`config.mk`:
```
export PLATFORM = sky130hd
export DESIGN_NAME = ccp_unit
export DESIGN_NICKNAME = d
export VERILOG_FILES = /design/src/rtl/ccp_pkg.sv /design/src/rtl/ccp_edge_cap.sv /design/src/rtl/ccp_pwm.sv /design/src/rtl/ccp_unit.sv
export SDC_FILE = /design/constraint.sdc
export NUM_CORES = 1
export LEC_CHECK = 0
export ABC_AREA = 1
export BUFFER_PORTS_ARGS = -buffer_cell sky130_fd_sc_hd__buf_2
export CORE_ASPECT_RATIO = 0.6
export CORE_UTILIZATION = 35
export CTS_CLUSTER_DIAMETER = 120
export DETAILED_ROUTE_END_ITERATION = 6
export MAX_ROUTING_LAYER = met4
export PLACE_DENSITY_LB_ADDON = 0.25
export SETUP_SLACK_MARGIN = 0.15
export SLEW_MARGIN = 15
export SYNTH_ARGS = -nofsm -noshare
export SYNTH_HDL_FRONTEND = slang
export SYNTH_SLANG_ARGS = --single-unit
```
`constraint.sdc`:
```
create_clock -name clk -period 1.7 [get_ports clk]
set_input_delay 0.17 -clock clk [delete_from_list [all_inputs] [get_ports clk]]
set_output_delay 0.17 -clock clk [all_outputs]
set_load 0.01 [all_outputs]
```
`src/rtl/ccp_pkg.sv`:
```
package ccp_pkg;

  typedef enum logic [1:0] {
    GRP_OFF = 2'b00,
    GRP_CAP = 2'b01,
    GRP_CMP = 2'b10,
    GRP_PWM = 2'b11
  } ccp_grp_e;

  // low two mode bits inside the capture group
  localparam logic [1:0] CAP_FALL  = 2'b00;
  localparam logic [1:0] CAP_RISE  = 2'b01;
  localparam logic [1:0] CAP_RISE4 = 2'b10;
  localparam logic [1:0] CAP_RISE16 = 2'b11;

  // low two mode bits inside the compare group
  localparam logic [1:0] CMP_SET  = 2'b00;
  localparam logic [1:0] CMP_CLR  = 2'b01;
  localparam logic [1:0] CMP_IRQ  = 2'b10;
  localparam logic [1:0] CMP_TRIG = 2'b11;

endpackage

```
`src/rtl/ccp_edge_cap.sv`:
```
module ccp_edge_cap
  import ccp_pkg::*;
#(
  parameter int QUAD_N = 4,
  parameter int HEX_N  = 16
) (
  input  logic       clk,
  input  logic       rst_n,
  input  logic       en,
  input  logic       clr,
  input  logic [1:0] sel,
  input  logic       pin_in,
  output logic       fire
);
  localparam int PSC_W = $clog2(HEX_N);
  localparam logic [PSC_W-1:0] LIM_QUAD = PSC_W'(QUAD_N - 1);
  localparam logic [PSC_W-1:0] LIM_HEX  = PSC_W'(HEX_N - 1);

  logic [1:0]       sync_q;
  logic             last_q;
  logic [PSC_W-1:0] cnt_q, cnt_d;
  logic [PSC_W-1:0] limit;
  logic             rise, fall, hit;

  always_comb begin
    rise = sync_q[1] & ~last_q;
    fall = ~sync_q[1] & last_q;
    hit  = (sel == CAP_FALL) ? fall : rise;
    case (sel)
      CAP_RISE4:  limit = LIM_QUAD;
      CAP_RISE16: limit = LIM_HEX;
      default:    limit = '0;
    endcase
    fire  = en & ~clr & hit & (cnt_q == limit);
    cnt_d = cnt_q;
    if (!en || clr)  cnt_d = '0;
    else if (hit)    cnt_d = (cnt_q == limit) ? '0 : cnt_q + 1'b1;
  end

  always_ff @(posedge clk or negedge rst_n) begin
    if (!rst_n) begin
      sync_q <= '0;
      last_q <= 1'b0;
      cnt_q  <= '0;
    end else begin
      sync_q <= {sync_q[0], pin_in};
      last_q <= sync_q[1];
      cnt_q  <= cnt_d;
    end
  end

endmodule

```
`src/rtl/ccp_pwm.sv`:
```
module ccp_pwm #(
  parameter int DUTY_W = 10
) (
  input  logic              clk,
  input  logic              rst_n,
  input  logic              en,
  input  logic              prd_wrap,
  input  logic [DUTY_W-1:0] cnt,
  input  logic [DUTY_W-1:0] duty,
  output logic              pin
);
  logic [DUTY_W-1:0] shadow_q, shadow_d;
  logic              pin_q, pin_d;
  logic [DUTY_W:0]   cnt_nx;

  always_comb begin
    cnt_nx   = {1'b0, cnt} + 1'b1;
    shadow_d = shadow_q;
    pin_d    = pin_q;
    if (!en) begin
      shadow_d = '0;
      pin_d    = 1'b0;
    end else if (prd_wrap) begin
      shadow_d = duty;
      pin_d    = (duty != '0);
    end else if (pin_q && (cnt_nx == {1'b0, shadow_q})) begin
      pin_d    = 1'b0;
    end
  end

  always_ff @(posedge clk or negedge rst_n) begin
    if (!rst_n) begin
      shadow_q <= '0;
      pin_q    <= 1'b0;
    end else begin
      shadow_q <= shadow_d;
      pin_q    <= pin_d;
    end
  end

  assign pin = pin_q;

  AST_PWM_ZERO_LOW: assert property (@(posedge clk) disable iff (!rst_n)
    (en && shadow_q == '0) |-> !pin_q);

  AST_PWM_START_HIGH: assert property (@(posedge clk) disable iff (!rst_n)
    (en && prd_wrap) |=> (pin_q == ($past(duty) != '0)));

endmodule

```
`src/rtl/ccp_unit.sv`:
```
module ccp_unit
  import ccp_pkg::*;
#(
  parameter int TMR_W  = 16,
  parameter int PRD_W  = 8,
  parameter int FRAC_W = 2
) (
  input  logic                  clk,
  input  logic                  rst_n,
  input  logic                  ctrl_wr,
  input  logic [FRAC_W+3:0]     ctrl_wdata,
  input  logic                  reg_wr,
  input  logic [TMR_W-1:0]      reg_wdata,
  input  logic [TMR_W-1:0]      tmr_val,
  input  logic [PRD_W-1:0]      prd_val,
  input  logic [FRAC_W-1:0]     prd_phase,
  input  logic                  prd_wrap,
  input  logic                  pin_in,
  output logic                  pin_out,
  output logic                  irq,
  output logic                  evt,
  output logic [TMR_W-1:0]      ccpr
);
  localparam int DUTY_W = PRD_W + FRAC_W;

  logic [3:0]        mode_q, mode_d;
  logic [FRAC_W-1:0] frac_q, frac_d;
  logic [TMR_W-1:0]  ccpr_q, ccpr_d;
  logic              match_q, match;
  logic              cmp_pin_q, cmp_pin_d;
  logic              irq_q, irq_d, evt_q, evt_d;
  logic              mode_chg, cap_fire, cmp_hit, pwm_pin;
  ccp_grp_e          grp;

  assign grp      = ccp_grp_e'(mode_q[3:2]);
  assign mode_chg = ctrl_wr && (ctrl_wdata[3:0] != mode_q);
  assign match    = (grp == GRP_CMP) && (tmr_val == ccpr_q);
  assign cmp_hit  = match && !match_q;

  ccp_edge_cap u_edge (
    .clk   (clk),
    .rst_n (rst_n),
    .en    (grp == GRP_CAP),
    .clr   (mode_chg),
    .sel   (mode_q[1:0]),
    .pin_in(pin_in),
    .fire  (cap_fire)
  );

  ccp_pwm #(.DUTY_W(DUTY_W)) u_pwm (
    .clk     (clk),
    .rst_n   (rst_n),
    .en      (grp == GRP_PWM),
    .prd_wrap(prd_wrap),
    .cnt     ({prd_val, prd_phase}),
    .duty    ({ccpr_q[TMR_W-1 -: PRD_W], frac_q}),
    .pin     (pwm_pin)
  );

  always_comb begin
    mode_d = mode_q;
    frac_d = frac_q;
    if (ctrl_wr) begin
      mode_d = ctrl_wdata[3:0];
      frac_d = ctrl_wdata[FRAC_W+3:4];
    end

    ccpr_d = ccpr_q;
    if (reg_wr)        ccpr_d = reg_wdata;
    else if (cap_fire) ccpr_d = tmr_val;

    cmp_pin_d = cmp_pin_q;
    if (grp != GRP_CMP)                              cmp_pin_d = 1'b0;
    else if (cmp_hit && mode_q[1:0] == CMP_SET)      cmp_pin_d = 1'b1;
    else if (cmp_hit && mode_q[1:0] == CMP_CLR)      cmp_pin_d = 1'b0;

    irq_d = cap_fire || cmp_hit;
    evt_d = cmp_hit && (mode_q[1:0] == CMP_TRIG);
  end

  always_ff @(posedge clk or negedge rst_n) begin
    if (!rst_n) begin
      mode_q    <= '0;
      frac_q    <= '0;
      ccpr_q    <= '0;
      match_q   <= 1'b0;
      cmp_pin_q <= 1'b0;
      irq_q     <= 1'b0;
      evt_q     <= 1'b0;
    end else begin
      mode_q    <= mode_d;
      frac_q    <= frac_d;
      ccpr_q    <= ccpr_d;
      match_q   <= match;
      cmp_pin_q <= cmp_pin_d;
      irq_q     <= irq_d;
      evt_q     <= evt_d;
    end
  end

  always_comb begin
    case (grp)
      GRP_CMP: pin_out = cmp_pin_q;
      GRP_PWM: pin_out = pwm_pin;
      default: pin_out = 1'b0;
    endcase
  end

  assign irq  = irq_q;
  assign evt  = evt_q;
  assign ccpr = ccpr_q;

  AST_CAP_LOADS_TIMER: assert property (@(posedge clk) disable iff (!rst_n)
    (cap_fire && !reg_wr) |=> (ccpr_q == $past(tmr_val)));

  AST_IRQ_FROM_ACTIVE_MODE: assert property (@(posedge clk) disable iff (!rst_n)
    irq_q |-> $past(grp == GRP_CAP || grp == GRP_CMP));

  AST_EVT_ONLY_TRIG: assert property (@(posedge clk) disable iff (!rst_n)
    evt_q |-> ($past(mode_q) == 4'b1011));

endmodule

```
* Word level (Yosys, flattened, before mapping)
Cells that the tools add are included.
** Word-level totals
- Register bits :: 44
- Output and inout port bits :: 19
- Logic and storage cells :: 67
** Operators by class
- Add/sub/neg operators :: 2
- Equal/unequal tests :: 13
- Muxes and demuxes :: 16
- Bitwise operators :: 8
- Reduce and logical (&&, ||, !) cells :: 16
** Operators by type and width (number)
- 16-bit two-way mux :: 2
- 10-bit two-way mux :: 2
- 16-bit equality test :: 1
- 4-bit two-way mux :: 3
- 10-bit by 1-bit adder with 11-bit output, second input constant :: 1
- 11-bit by 10-bit equality test with 1-bit output :: 1
- 10-bit nonzero test :: 1
- 2-bit equality test, second input constant :: 4
- 4-bit one-hot mux with 2 select lines :: 1
- 1-bit logical AND :: 7
- 1-bit two-way mux :: 7
- 1-bit bitwise AND :: 5
- 4-bit by 1-bit adder with 4-bit output, second input constant :: 1
- 2-bit by 1-bit equality test with 1-bit output, second input constant :: 2
- 4-bit equality test :: 1
- 2-bit inequality test, second input constant :: 2
- 4-bit inequality test :: 1
- 2-bit nonzero test :: 2
- 3-bit inequality test, second input constant :: 1
- 1-bit inverter :: 3
- 3-bit nonzero test :: 1
- 1-bit zero test :: 2
- 2-bit zero test :: 1
- 1-bit logical OR :: 2
- 1-bit one-hot mux with 2 select lines :: 1

* Longest topological paths before layout
Gate-level depths: netlist of run 1.
- Depth after elaboration :: 8
- Depth in mapped cells :: 11
- Depth with buffers taken out :: 11

* Hierarchy
A second synthesis of run 1 with hierarchy kept.
** Unflattened totals
- Cells, all modules :: 436
- Area, all modules :: 2937.8 sq um
** Modules (own cells, without submodules)
- ccp_unit :: instances 1, cells each 241, area each 1655.3 sq um, seq. area each 650.6 sq um
- ccp_pwm :: instances 1, cells each 142, area each 845.8 sq um, seq. area each 275.3 sq um
- ccp_edge_cap :: instances 1, cells each 53, area each 436.7 sq um, seq. area each 175.2 sq um

* Worst setup path after synthesis of run 1
Ideal clock, no wire load.
- Kind :: flip-flop to flip-flop
- From :: register mode_q[1]
- To :: register ccpr_q[10], in the netlist ccpr[10]
- Data arrival time :: 1.302 ns
- Slack :: 0.333 ns
- Stages on the path, launching flop included :: 9
- Path buffers :: 1
- Cells stage by stage :: dfrtp_1 nor2_1 nand2_1 o21ai_2 nand4_4 nand2_4 buf_12 nand2_2 nand2_2
** On the way
- Longest elaborated chain between the ends :: 7
- Elaborated cells between the ends (all ways) :: 13
- Classes of those cells :: 4 x eq/ne; 2 x mux; 4 x bitwise; 3 x reduce/logical
** RTL lines
- start: declaration :: line ccp_unit.sv:26 : logic [3:0] mode_q, mode_d;
- start signal: assignment :: line ccp_unit.sv:91 : mode_q <= mode_d;
- 4-bit inequality test :: line ccp_unit.sv:36 : assign mode_chg = ctrl_wr && (ctrl_wdata[3:0] != mode_q);
- 1-bit logical AND :: line ccp_unit.sv:36
- 1-bit inverter :: line ccp_edge_cap.sv:34 : fire = en & ~clr & hit & (cnt_q == limit);
- 1-bit bitwise AND (2 in series) :: line ccp_edge_cap.sv:34
- 1-bit bitwise AND * :: line ccp_edge_cap.sv:34
- 2-bit nonzero test (no line) *
- end signal: assignment :: line ccp_unit.sv:93 : ccpr_q <= ccpr_d;
- end: declaration :: line ccp_unit.sv:28 : logic [TMR_W-1:0] ccpr_q, ccpr_d;
Every way passes the cells marked *; elsewhere a longest branch is shown, timed or not.
A chain may end at the register's enable or synchronous reset.

* Final worst setup path of run 1
- From :: register mode_q[0]
- To :: register ccpr_q[13], in the netlist ccpr[13]
The elaborated chain is that of the path after synthesis.

==> results of run 1 <==
[tightest hold or removal path, stage by stage]
cell     delay [ps]
buf_2            70
nand2_1          40
o21ai_0          60
[power by group through the flow]
stage | Sequential [mW] | Clock, mW | Combinational (mW)
detailed placement | 1.22 | 0 | 0.643
global route | 1.21 | 1.14 | 0.756
finish | 1.20 | 1.08 | 0.672
CTS | 1.19 | 1.11 | 0.654
global placement | 1.21 | 0 | 0.631
floorplan | 1.22 | 0 | 0.378
[state kept, by name, summed over array words and instances (netlist names), 2 cells and up]
name and flops:
ccpr 16, u_pwm.shadow_q 10, mode_q 4, u_edge.cnt_q 4, frac_q 2, u_edge.sync_q 2
[metrics by stage]
step	setup WS (ps)	util [%]
after floorplan	333	-
after global placement	275	43.0
after detailed placement	214	43.0
after CTS	180	45.4
after global routing	103	46.1
final	207	46.1
[metal layers]
layer	share of wire, %	vias to the layer above	global-route usage (%)
met3	5.0	4	2.89
met5	0	-	-
met4	0.63	0	5.76
met2	43	79	28.7
li1	-	1549	-
met1	51	1327	27.4
[timing repair]
item                                    in CTS  in global routing
hold endpoints to repair                    21                  0
gates resized for setup                      0                 10
buffers inserted                             1                  2
pin swaps                                    0                  1
hold buffers                                 2                  0
endpoints found under the setup margin       1                 22
[cells in the mapped netlist (2+ instances only)]
cell type  number  share of area (%)
o21ai_1         4               0.68
o21ai_0        28                4.7
xnor2_1         7                2.1
nor4_1          2               0.42
clkbuf_1        2               0.25
nor2_1         36                4.6
nand4_1         8                1.7
buf_2           2               0.34
inv_2           3               0.38
inv_1          65                8.3
dfrtp_1        44                 37
nand2_2        18                3.8
nand2_1       164                 21
xor2_1          3               0.89
o22ai_1         6                1.3
nand3_1        32                5.4
o21ai_2         2               0.59
ha_1            2               0.85
[cell type report]
class                   count  area share, %
well taps                 108           3.66
repair buffers             85           13.1
inverters                  68           6.91
multi-input cells         322           42.1
flip-flops and latches     44           29.8
clock inverters             2          0.949
clock buffers               6           3.49
[cell families after synthesis]
logic type	synth area share [%]
AO/OA/AOI/OAI	8.09
XOR/XNOR	2.97
buffers and inverters	11.2
adder cells (fa/ha/maj)	0.847
flip-flops	37.3
AND/OR/NAND/NOR	39.6
[worst max-delay path by stage]
stage,start,end,slack [ps],cells past startpoint
floorplan,mode_q[1],ccpr[10],330,8
global placement,mode_q[0],ccpr[15],280,8
detailed placement,prd_phase[0],u_pwm.pin,210,11
CTS,mode_q[2],pin_out,180,5
global route,mode_q[1],ccpr[0],100,7
finish,mode_q[0],ccpr[13],210,7
==> impl_metrics.tcl, run 1 <==
set metrics [dict create \
    status "complete, no violations" \
    synth_area_um2 2950 \
    p_sw_uw 879 \
    h-tree-depth 2 \
    die_w_um 121 \
    cts.sinks 44 \
    rrSetupSlack_ps 210 \
    cpPeakStageDelay_ps 410 \
    drt_wl_total_um 7930 \
    finClkSkew_ps 5.10 \
    finalPower_mw 2.95 \
    place_area_um2 3450 \
    r2r_start "mode_q[0]" \
    setup_tns_ps 0 \
    hold_ws_ps 97.3 \
    post-place-cells 622 \
    postLayoutCellArea_um2 3690 \
    grt_pass1_vias 2764 \
    power_density_nw_per_um2 799 \
    ant_nets 0 \
    syn-instance-count 442 \
    vias 2959 \
    maxSlewHeadroom_pct 63.1 \
    viasPerCell 4.66 \
    max_freq_mhz 670 \
    critPathBufInv 1 \
    critical_path.top_delay_family "simple AND/OR/NAND/NOR gates" \
    critPathKind "reg2reg" \
    period_minus_slack_ps 1490 \
    clkPwrFrac_pct 36.7 \
    critical_path_peak_fanout 7 \
    slew_violations 0 \
    finalHoldViolations 0 \
    synth_edf_count 0 \
    setup_violations 0 \
    syn_to_final_growth_pct 25.1 \
    multi_input_area_um2 1560 \
    p_sw_share_pct 29.8 \
    pwr-share-seq_pct 40.5 \
    io_pins 73 \
    grt_max_degree 25 \
    die_h_um 73.1 \
    endpoint_kind "register" \
    ir_worst_vdd_mv 0.446 \
    antenna_cells 0 \
    drc_errors 0 \
    async_flop_share_pct 100 \
    drtPass1Iterations 4 \
    worst_pin_slew_ps 554 \
    regArea_um2 1100 \
    cp.required_ps 1880 \
    cts_tree "built" \
    clock_path_buffers 2 \
    holdPathStages 3 \
    globalplace.congestion 0.887 \
    min_path_type "in2reg" \
    clkTransAtPathRegs_ps 60 \
    layout_commonest_cell "nand2_1" \
    hold_end "frac_q[1]" \
    syn_avg_cell_area_um2 6.68 \
    grt_usage_pct 19.4 \
    grt_pass1_wl_um 12800 \
    final_cell_mix "nand2_1, buf_2, inv_1, dfrtp_1, nor2_1" \
    synth_nets 498 \
    start_util_pct 36.9 \
    cts_root_buf "clkbuf_16" \
    synth-seq-cells 44 \
    power_frac_comb_pct 22.8 \
    ys_types 32 \
    min_period_over_period_pct 87.8 \
    clk_latency_ps 280 \
    slowest_stage "dfrtp_1" \
    rows 25 \
    critPathLaunchType "register" \
    cp.arrival_ps 1670 \
    drt_iter0_markers 180 \
    numPortBuffers 72 \
    nets 582 \
    p_int_mw 2.07 \
    path_cells "nor2_1 > nand2_1 > o21ai_2 > nand4_4 > buf_6 > nand3_1 > nand2_2" \
    dieArea_um2 8820 \
    p_leak_nw 2.07 \
    rsz0062_at_grt "yes" \
    coreArea_um2 8010 \
    ys_seq_area_share_pct 37.3 \
    antenna_found_initial 0 \
    cts_buffers 5 \
    reg2reg_depth 7 \
    instances_no_fill 635 \
    gr-total-overflow 0 \
    wl_per_cell_um 12.5 \
    worstHoldStart "ctrl_wdata[5]" \
    ys.warnings.count 0 \
    synthFlopType "dfrtp_1" \
    max-cap-violations 0 \
    drive_gt1_share_pct 23.7 \
    dp_hpwl_um 6240 \
    nFillCells 882 \
    reg2reg_to "ccpr[13]" \
]
Power figures use the tool's default switching activity.
==> run 2, diff against run 1 <==
Settings changed: REMOVE_ABC_BUFFERS set to 1.
==> impl_metrics.tcl, run 2 (synthesis gave the netlist of run 1 again) <==
set metrics [dict create \
    finalHoldViolations 0 \
    drt_iter0_markers 226 \
    path_cells "inv_2 > buf_4 > o21ai_1 > o21ai_2 > nor2_4 > nand4_4 > buf_6 > nand3_1 > nand2_2" \
    dieArea_um2 8820 \
    power_density_nw_per_um2 779 \
    grt_pass1_wl_um 13200 \
    die_w_um 121 \
    ant_nets 0 \
    slowest_stage "dfrtp_1" \
    drc_errors 0 \
    gr-total-overflow 0 \
    critPathKind "reg2reg" \
    finalPower_mw 2.84 \
    endpoint_kind "register" \
    holdPathStages 3 \
    critPathLaunchType "register" \
    cts_root_buf "clkbuf_16" \
    layout_commonest_cell "nand2_1" \
    hold_ws_ps 107 \
    drtPass1Iterations 4 \
    drive_gt1_share_pct 23.0 \
    critical_path.top_delay_family "buffers and inverters" \
    vias 2996 \
    grt_pass1_vias 2729 \
    max-cap-violations 0 \
    cpPeakStageDelay_ps 390 \
    period_minus_slack_ps 1510 \
    wl_per_cell_um 12.3 \
    io_pins 73 \
    cp.arrival_ps 1690 \
    syn_to_final_growth_pct 23.6 \
    viasPerCell 4.73 \
    setup_tns_ps 0 \
    coreArea_um2 8010 \
    setup_violations 0 \
    cts_tree "built" \
    finClkSkew_ps 6.92 \
    die_h_um 73.1 \
    cp.required_ps 1880 \
    final_cell_mix "nand2_1, buf_2, inv_1, dfrtp_1, nor2_1" \
    clk_latency_ps 290 \
    cts.sinks 44 \
    critical_path_peak_fanout 12 \
    antenna_cells 0 \
    globalplace.congestion 0.915 \
    clock_path_buffers 2 \
    maxSlewHeadroom_pct 63.9 \
    antenna_found_initial 0 \
    nets 581 \
    p_leak_nw 2.05 \
    critPathBufInv 3 \
    cts_buffers 5 \
    min_path_type "in2reg" \
    grt_max_degree 24 \
    numPortBuffers 72 \
    status "complete, no violations" \
    min_period_over_period_pct 88.6 \
    rows 25 \
    largest_reg_flops 16 \
    reg2reg_depth 9 \
    start_util_pct 36.9 \
    grt_usage_pct 19.8 \
    max_freq_mhz 664 \
    slew_violations 0 \
    ir_worst_vdd_mv 0.426 \
    worst_pin_slew_ps 542 \
    h-tree-depth 2 \
    rsz0062_at_grt "yes" \
    drt_wl_total_um 7830 \
    clkTransAtPathRegs_ps 60 \
    dp_hpwl_um 6310 \
    worst-path-stages 9 \
]
run 2: cell type report:
| type | instances | area, um2 |
|---|---|---|
| Fill cell | 844 | 4360 |
| Multi-Input combinational cell | 322 | 1540 |
| Sequential cell | 44 | 1100 |
| Timing Repair Buffer | 84 | 472 |
| Inverter | 68 | 255 |
| Clock buffer | 7 | 143 |
| Tap cell | 108 | 135 |
| Clock inverter | 1 | 7.51 |
run 2: stage by stage:
| stage | instances | instance area [um2] | util [%] | worst slack [ps] |
|---|---|---|---|---|
| 2_1_floorplan | 434 | 2880 | - | 271 |
| 3_3_place_gp | 621 | 3440 | 42.9 | 185 |
| 3_5_place_dp | 621 | 3440 | 42.9 | 156 |
| 4_1_cts | 631 | 3610 | 45.1 | 152 |
| 6_report | 634 | 3650 | 45.6 | 194 |
| 5_1_grt | 634 | 3650 | 45.6 | 94.7 |
run 2: worst paths after layout:
kind,startpoint,endpoint,slack (ps)
max in group asynchronous,rst_n,frac_q[0],780
worst min-delay path,ctrl_wdata[5],frac_q[1],110
worst max-delay path,mode_q[1],ccpr[13],190
min in group asynchronous,rst_n,ccpr[13],400
worst min register to register,u_edge.sync_q[0],u_edge.sync_q[1],350
worst max register to register,mode_q[1],ccpr[13],190
run 2: worst min-delay path, cell delays in order:
cell     delay (ps)
buf_2            80
nand2_1          40
o21ai_0          60
run 2: per-layer routing:
layer,vias to the layer above,wire (um),global-route usage [%]
li1,1537,-,-
met1,1366,4340,30.6
met2,88,2910,26.5
met3,5,524,3.52
met4,0,54,3.70
met5,-,0,-
run 2: power by group:
| group | internal (mW) | switching [mW] |
|---|---|---|
| sequential | 1.12 | 0.0741 |
| combinational | 0.259 | 0.407 |
| clock | 0.586 | 0.398 |
run 2: what timing repair did:
| item | in CTS | in global routing |
|---|---|---|
| hold endpoints to repair | 22 | 0 |
| setup endpoints to repair | 1 | 22 |
| setup buffers | 0 | 3 |
| gates resized for setup | 1 | 4 |
| pin swaps | 0 | 1 |
| hold buffers | 2 | 0 |
==> run 3, diff against run 2 <==
Settings changed: RECOVER_POWER set to 100.
Clock period 1.7 ns to 1.3 ns, I/O delays scaled along.
==> impl_metrics.tcl, run 3 (synthesis gave the netlist of run 1 again) <==
set metrics [dict create \
    status "complete, but fails checks" \
    violations "negative setup slack" \
    clock_path_buffers 2 \
    endpoint_kind "output port" \
    regArea_um2 1100 \
    power_frac_comb_pct 28.5 \
    setup_tns_ps -2830 \
    postLayoutCellArea_um2 4090 \
    gr-usage-met1_pct 30.7 \
    cts_tree "built" \
    cp.required_ps 1170 \
    dp_hpwl_um 6410 \
    finalPower_mw 3.99 \
    rrSetupSlack_ps -160 \
    cp_common_cell "buf_4" \
    clk_latency_ps 290 \
    ir_worst_vdd_mv 0.476 \
    post-place-cells 650 \
    nFillCells 824 \
    drive_gt1_share_pct 33.6 \
    cts.sinks 44 \
    p_int_mw 2.74 \
    holdPathStages 3 \
    drc_errors 0 \
    multi_input_area_um2 1640 \
    instances_no_fill 676 \
    min_period_over_period_pct 112 \
    critPathLaunchType "register" \
    critPathBufInv 4 \
    nets 623 \
    grt_pass1_vias 3006 \
    grt_util_met3_pct 4.53 \
    h-tree-depth 2 \
    slew_violations 0 \
    maxSlewHeadroom_pct 58.3 \
    r2r_start "mode_q[1]" \
    clkTransAtPathRegs_ps 60 \
    max-cap-violations 0 \
    busiest_layer "met1" \
    critical_path.top_delay_family "buffers and inverters" \
    numPortBuffers 72 \
    hold_end "frac_q[1]" \
    viasPerCell 4.66 \
    io_pins 73 \
    die_w_um 121 \
    finalHoldViolations 0 \
    period_minus_slack_ps 1460 \
    vias 3147 \
    syn_to_final_growth_pct 38.5 \
    place_area_um2 3670 \
    critPathKind "reg2out" \
    pwr-share-seq_pct 39.1 \
    worst_pin_slew_ps 625 \
    min_path_type "in2reg" \
    rows 25 \
    die_h_um 73.1 \
    largest_reg_flops 16 \
    slowest_stage "dfrtp_1" \
    grt_max_degree 45 \
    grt_usage_pct 21.3 \
    worstHoldStart "ctrl_wdata[5]" \
    drt_wl_total_um 8400 \
    drtPass1Iterations 5 \
    layout_commonest_cell "nand2_1" \
    antenna_cells 0 \
    p_sw_mw 1.24 \
    worst_slack_ps -162 \
    grt_pass1_wl_um 14000 \
    dieArea_um2 8820 \
    wl_per_cell_um 12.4 \
    met2_usage_pct 29.4 \
    reg2reg_to "ccpr[10]" \
    gr-total-overflow 0 \
    coreArea_um2 8010 \
    power_density_nw_per_um2 975 \
    rsz0062_at_grt "yes" \
    final_cell_mix "nand2_1, buf_2, inv_1, dfrtp_1, buf_4" \
    clkPwrFrac_pct 32.3 \
    finClkSkew_ps 4.16 \
    p_sw_share_pct 31.2 \
    setup_violations 23 \
    antenna_found_initial 0 \
    cts_root_buf "clkbuf_16" \
    globalplace.congestion 0.861 \
    cpPeakStageDelay_ps 410 \
    pre_cts_slack_ps -192 \
    drt_iter0_markers 166 \
    ant_nets 0 \
    cts_buffers 5 \
    path_cells "buf_4 > inv_4 > nor2_4 > buf_4 > nand2_2 > o21ai_2 > buf_2" \
    reg2reg_depth 9 \
    cp.arrival_ps 1330 \
    max_freq_mhz 684 \
    critical_path_peak_fanout 3 \
    p_leak_nw 2.24 \
    start_util_pct 36.9 \
]
## run 3: cell types whose count changed in the layout (fill, tap and decap cells not counted), moves of 10 or more
cell | before | now
clkbuf_1 | 1 | 11
nand2_1 | 164 | 149
nand2_2 | 18 | 32
buf_2 | 72 | 61
inv_1 | 65 | 52
buf_4 | 8 | 43
inv_2 | 3 | 15
## run 3: cell type report
| cell class | count | area share, % |
|---|---|---|
| Sequential cell | 44 | 26.9 |
| Tap cell | 108 | 3.30 |
| Clock buffer | 8 | 3.58 |
| Inverter | 68 | 6.30 |
| Timing Repair Buffer | 126 | 19.8 |
| Multi-Input combinational cell | 322 | 40.1 |
## run 3: worst reg2reg max path, stage by stage, from the launching register on
cell	delay [ps]
dfrtp_1	380
inv_2	80
buf_4	140
nand2_1	50
nand3_1	100
nand2_2	110
nand4_4	130
buf_6	200
nand3_1	100
nand2_2	50
## run 3: metrics by stage
stage	hold WS (ps)	util, %
after floorplan	-166	-
after global placement	131	45.8
after detailed placement	132	45.8
after CTS	58.4	49.9
after global routing	83.4	51.1
final	64.8	51.1
## run 3: worst max-delay path by stage
stage,from,endpoint,cells past startpoint
3_3_place_gp,mode_q[1],ccpr[13],9
5_1_grt,mode_q[3],u_edge.cnt_q[2],8
3_5_place_dp,mode_q[0],ccpr[10],7
2_1_floorplan,mode_q[1],ccpr[0],7
6_report,mode_q[3],pin_out,7
4_1_cts,mode_q[1],ccpr[3],9
## run 3: layer usage
layer,routed length (um),part of all wire (%)
met5,0,0
met4,108,1.3
met3,578,6.9
met2,3230,38
met1,4480,53
## run 3: power by group through the flow
stage	clock (mW)	combinational, mW	sequential [mW]
3_3_place_gp	0	0.956	1.57
3_5_place_dp	0	0.969	1.57
6_report	1.29	1.14	1.56
2_1_floorplan	0	0.464	1.59
5_1_grt	1.38	1.26	1.57
4_1_cts	1.32	1.08	1.55
## run 3: timing repair
item | 4_1_cts | 5_1_grt
buffers inserted | 10 | 6
hold endpoints to repair | 45 | 0
hold buffers | 2 | 0
resized for setup | 32 | 31
setup endpoints to repair | 33 | 32
pin swaps | 13 | 9
